**config.mk**
```make
export PLATFORM = sky130hd
export DESIGN_NAME = hb_guard_ctrl
export DESIGN_NICKNAME = d
export VERILOG_FILES = /design/src/rtl/hb_guard_pkg.sv /design/src/rtl/hb_pair_gate.sv /design/src/rtl/hb_fault_fsm.sv /design/src/rtl/hb_out_stage.sv /design/src/rtl/hb_guard_ctrl.sv
export SDC_FILE = /design/constraint.sdc
export NUM_CORES = 1
export LEC_CHECK = 0
export BUFFER_PORTS_ARGS = -buffer_cell sky130_fd_sc_hd__buf_2
export CORE_UTILIZATION = 30
export DETAILED_ROUTE_END_ITERATION = 16
export HOLD_SLACK_MARGIN = 0.08
export PLACE_DENSITY_LB_ADDON = 0.3
export SYNTH_ARGS = -nofsm -noshare
export SYNTH_HDL_FRONTEND = slang
export SYNTH_SLANG_ARGS = --single-unit
```
**constraint.sdc**
```tcl
create_clock -name clk -period 1.05 [get_ports clk]
set_input_delay 0.1575 -clock clk [delete_from_list [all_inputs] [get_ports clk]]
set_output_delay 0.1575 -clock clk [all_outputs]
set_load 0.05 [all_outputs]
```
**src/rtl/hb_guard_pkg.sv**
```systemverilog
package hb_guard_pkg;
    typedef enum logic [1:0] {
        FS_RUN  = 2'd0,
        FS_UVLO = 2'd1,
        FS_TRIP = 2'd2
    } fault_st_e;
endpackage

```
**src/rtl/hb_pair_gate.sv**
```systemverilog
// Cross-conduction gate for one half-bridge pair (combinational).
module hb_pair_gate (
    input  logic top_i,
    input  logic bot_i,
    input  logic ilock_i,
    output logic top_o,
    output logic bot_o
);
    always_comb begin
        top_o = top_i & ~(ilock_i & bot_i);
        bot_o = bot_i & ~(ilock_i & top_i);
    end
endmodule

```
**src/rtl/hb_fault_fsm.sv**
```systemverilog
// Fault state machine: undervoltage blocking and latched overcurrent trip.
module hb_fault_fsm
    import hb_guard_pkg::*;
(
    input  logic clk,
    input  logic rst_n,
    input  logic uv_i,
    input  logic oc_i,
    input  logic clr_i,
    output logic drive_ok_o,
    output logic err_o,
    output logic err_n_o
);
    fault_st_e state_q, state_d;

    always_comb begin
        state_d = state_q;
        unique case (state_q)
            FS_RUN: begin
                if (oc_i)      state_d = FS_TRIP;
                else if (uv_i) state_d = FS_UVLO;
            end
            FS_UVLO: begin
                if (oc_i)       state_d = FS_TRIP;
                else if (!uv_i) state_d = FS_RUN;
            end
            FS_TRIP: begin
                if (clr_i && !oc_i) state_d = uv_i ? FS_UVLO : FS_RUN;
            end
            default: state_d = FS_TRIP;
        endcase
    end

    // Drive permission for the output registers, taken from the next state.
    assign drive_ok_o = (state_d == FS_RUN);

    // State register
    always_ff @(posedge clk or negedge rst_n) begin
        if (!rst_n) state_q <= FS_RUN;
        else        state_q <= state_d;
    end

    // Output register
    always_ff @(posedge clk or negedge rst_n) begin
        if (!rst_n) begin
            err_o   <= 1'b0;
            err_n_o <= 1'b1;
        end else begin
            err_o   <= (state_d == FS_TRIP);
            err_n_o <= (state_d != FS_TRIP);
        end
    end

    // a latched trip holds unless a clear arrives without overcurrent
    p_trip_hold_r6: assert property (@(posedge clk) disable iff (!rst_n)
        (state_q == FS_TRIP && !(clr_i && !oc_i)) |=> (state_q == FS_TRIP));

    // the error flag only rises after a sampled overcurrent
    p_err_cause_r5: assert property (@(posedge clk) disable iff (!rst_n)
        $rose(err_o) |-> $past(oc_i));
endmodule

```
**src/rtl/hb_out_stage.sv**
```systemverilog
// Common output register bank: all channels update on one edge.
module hb_out_stage #(
    parameter int W = 7
) (
    input  logic         clk,
    input  logic         rst_n,
    input  logic         en_i,
    input  logic [W-1:0] d_i,
    output logic [W-1:0] q_o
);
    always_ff @(posedge clk or negedge rst_n) begin
        if (!rst_n)    q_o <= '0;
        else if (en_i) q_o <= d_i;
        else           q_o <= '0;
    end
endmodule

```
**src/rtl/hb_guard_ctrl.sv**
```systemverilog
// Top: per-pair interlock, auxiliary channel and fault gating.
module hb_guard_ctrl #(
    parameter int NPAIR = 3
) (
    input  logic             clk,
    input  logic             rst_n,
    input  logic [NPAIR-1:0] top_cmd,
    input  logic [NPAIR-1:0] bot_cmd,
    input  logic             aux_cmd,
    input  logic             ilock_en,
    input  logic             uv_flag,
    input  logic             oc_flag,
    input  logic             clr_fault,
    output logic [NPAIR-1:0] top_out,
    output logic [NPAIR-1:0] bot_out,
    output logic             aux_out,
    output logic             loc_err,
    output logic             glob_err_n
);
    localparam int NCH = 2 * NPAIR + 1;

    logic [NPAIR-1:0] top_g, bot_g;
    logic             drive_ok;
    logic [NCH-1:0]   ch_d, ch_q;

    for (genvar i = 0; i < NPAIR; i++) begin : g_pair
        hb_pair_gate u_gate (
            .top_i   (top_cmd[i]),
            .bot_i   (bot_cmd[i]),
            .ilock_i (ilock_en),
            .top_o   (top_g[i]),
            .bot_o   (bot_g[i])
        );

        // interlock keeps each side off against the other's command
        p_ilock_top_r2: assert property (@(posedge clk) disable iff (!rst_n)
            (ilock_en && bot_cmd[i]) |=> !top_out[i]);
        p_ilock_bot_r2: assert property (@(posedge clk) disable iff (!rst_n)
            (ilock_en && top_cmd[i]) |=> !bot_out[i]);
        // unblocked pass-through appears one edge later
        p_pass_r3: assert property (@(posedge clk) disable iff (!rst_n)
            (!ilock_en && !uv_flag && !oc_flag && !loc_err && top_cmd[i] && bot_cmd[i])
            |=> (top_out[i] && bot_out[i]));
    end

    hb_fault_fsm u_fsm (
        .clk        (clk),
        .rst_n      (rst_n),
        .uv_i       (uv_flag),
        .oc_i       (oc_flag),
        .clr_i      (clr_fault),
        .drive_ok_o (drive_ok),
        .err_o      (loc_err),
        .err_n_o    (glob_err_n)
    );

    assign ch_d = {aux_cmd, bot_g, top_g};

    hb_out_stage #(.W(NCH)) u_out (
        .clk   (clk),
        .rst_n (rst_n),
        .en_i  (drive_ok),
        .d_i   (ch_d),
        .q_o   (ch_q)
    );

    assign top_out = ch_q[NPAIR-1:0];
    assign bot_out = ch_q[2*NPAIR-1:NPAIR];
    assign aux_out = ch_q[NCH-1];

    // undervoltage blanks every channel after the edge
    p_uv_block_r4: assert property (@(posedge clk) disable iff (!rst_n)
        uv_flag |=> (top_out == '0 && bot_out == '0 && !aux_out));
    // overcurrent trips, flags and blanks
    p_oc_trip_r5: assert property (@(posedge clk) disable iff (!rst_n)
        oc_flag |=> (loc_err && !glob_err_n && top_out == '0 && bot_out == '0 && !aux_out));
    // auxiliary channel follows its command when unblocked
    p_aux_follow_r7: assert property (@(posedge clk) disable iff (!rst_n)
        (aux_cmd && !uv_flag && !oc_flag && !loc_err) |=> aux_out);
endmodule

```
==> impl_metrics.toml <==
[cells_and_area]
drive_gt1_frac = 0.695
area_growth_pct = 31.8
num_antenna_cells = 0
layout.nets = 73
design_area_um2 = 663

[critical_path]
critPathTopFamily = "flip-flops"
slowest_stage = "dfstp_2"
critPathRequiredTime_ns = 0.89
critical_path_class = "reg2out"
critPathMaxFanout = 1
cp_slowest_stage_delay_ns = 0.54
worstSetupEndpointType = "output port"
critPathBufInv = 1
cp-start-kind = "register"
crit_arrival_ns = 0.94
crit_chain = "buf_8"

[yosys]
synth_cell_types = 12
synth.top_cells.by_count = "dfrtp_1, a211oi_2, a21bo_2"
syn_nets = 48
synthCells = 35
syn_area_um2 = 503
synth_edf_count = 0
seq_area_frac_synth = 0.550
ys.flop_type = "dfrtp_1"
netlist.top_cell.by_area = "dfrtp_1"
ys_ff_latch = 11
yosys.area.top_type_share = 0.498
synth.avg_cell_area_um2 = 14.4
yosys-top-cells-area = "dfrtp_1, a211oi_2, a21bo_2"
synth_async_sr_flop_share = 1.00
yosysMostFrequentCell = "dfrtp_1"
ys_warn_count = 0

[routing]
vias = 356
wl_um = 852
wire_per_inst_um = 11.4
antenna_left = 0
drc_errors = 0
dr.pass1.iters = 1
drt_iter0_markers = 0
post_drt_via_cell_ratio = 4.75

[die]
num_rows = 14
start_util = 0.326
die_y_um = 42.9
ios = 22
floorplan.die_area_um2 = 1840
core_um2 = 1540
die-width_um = 42.9

[outcome]
status = "finished with violations"
violations = "negative setup slack"

[timing]
fin_crit_sh = 1.05
drv_slew = 0
slew_headroom = 0.697
period_needed_ns = 1.10
fin_ws_ns = -0.0514
finalSetupViolCount = 1
rsz0062_at_grt = "true"
clock_skew_ns = 0.00528
timing.fmax_ghz = 0.908
worst_pin_slew_ns = 0.454
hold_viol = 0

[global_routing]
grt-ovfl-total = 0
grt_pass1_wl_mm = 1.54
grt_pass1_vias = 360
antenna_found_initial = 0
grt_max_degree = 12
track_usage = 0.117

[hold_path]
hp-class = "in2reg"

[placed_design]
placedInstanceArea_um2 = 607
portBuffers = 21
gp_congestion = 0.630

[clocking]
cts_buffer_depth = 2
root_buffer = "clkbuf_4"
clk_pin_slew_worst_paths_ns = 0.07
post_cts_buffers = 0
cts_tree = "yes"
clk_latency_ns = 0.27
cts_buffers = 3
cts_sinks = 11
htree_levels = 1

[power_and_ir_drop]
powerDensity_nw_per_um2 = 1400
p_leak_uw = 0.000326
ir_drop_mv = 0.553
total_power_uw = 929

[run]
drv_cap = 0
[worst register-to-register path, cell delays in order, from the launching register on]
cell,delay (ns)
dfrtp_1,0.36
nand2b_4,0.21
a211oi_1,0.27
[flip-flops by register name (all words and copies together) (netlist names)]
register       count
u_fsm.err_n_o      1
u_fsm.err_o        1
u_fsm.state_q      2
u_out.q_o          7
[stage by stage]
stage	utilization	std cells	hold slack, ns	setup TNS, ns	setup slack, ns
global placement	0.394	69	0.0348	0	0.0784
CTS	0.430	75	0.0913	-0.0540	-0.0540
global route	0.430	75	0.0910	-0.0752	-0.0752
floorplan	-	35	-0.138	0	0.0738
detailed placement	0.394	69	0.0320	0	0.0635
finish	0.430	75	0.0939	-0.0514	-0.0514
[power breakdown]
part	switching, µW	internal (µW)
logic	107	71.0
registers	16.7	444
clock network	143	147
[area by class of cell]
type,instances,area (µm²)
clock buffers,4,26.3
fillers,158,878
inverters,2,7.51
multi-input cells,19,198
flip-flops and latches,11,277
well taps,16,20.0
repair buffers,23,135
[final timing paths]
check | depth (start not counted) | to | from | slack [ns]
min reg2reg | 2 | u_fsm.err_n_o$_DFF_PN1_ | u_fsm.state_q[0]$_DFF_PN0_ | 0.63
max | 1 | glob_err_n | u_fsm.err_n_o$_DFF_PN1_ | -0.05
max reg2reg | 2 | u_fsm.state_q[0]$_DFF_PN0_ | u_fsm.state_q[0]$_DFF_PN0_ | 0.11
min | 2 | u_fsm.state_q[0]$_DFF_PN0_ | oc_flag | 0.09
min in group asynchronous | 2 | u_fsm.err_o$_DFF_PN0_ | rst_n | 0.27
max in group asynchronous | 2 | u_fsm.err_n_o$_DFF_PN1_ | rst_n | 0.52
[logic make-up after synthesis]
group                  synth area share
AOI/OAI and AO/OA                 0.353
buffers and inverters            0.0572
DFF                               0.550
and+or+nand+nor                  0.0398
[routing by layer]
layer  GRT usage  vias up  part of all wire
li1            -      172                 -
met1       0.134      164              0.44
met2       0.179       17              0.46
met3      0.0511        3             0.074
met4      0.0727        0             0.029
met5           0        -                 0
[placed cells by master (no fill, tap or decap), drive strengths merged]
master / count
buf: 21
dfrtp: 10
a211oi: 8
a21bo: 6
clkbuf: 4
inv: 2
a21o: 2
dlygate4sd3: 2
nand2b: 1
or2: 1
a21oi: 1
dfstp: 1
[what timing repair did]
action | 4_1_cts | 5_1_grt
hold endpoints to repair | 12 | 0
hold buffers | 2 | 0
gates resized for setup | 3 | 0
endpoints found under the setup margin | 1 | 1
Power figures use the tool's default switching activity.
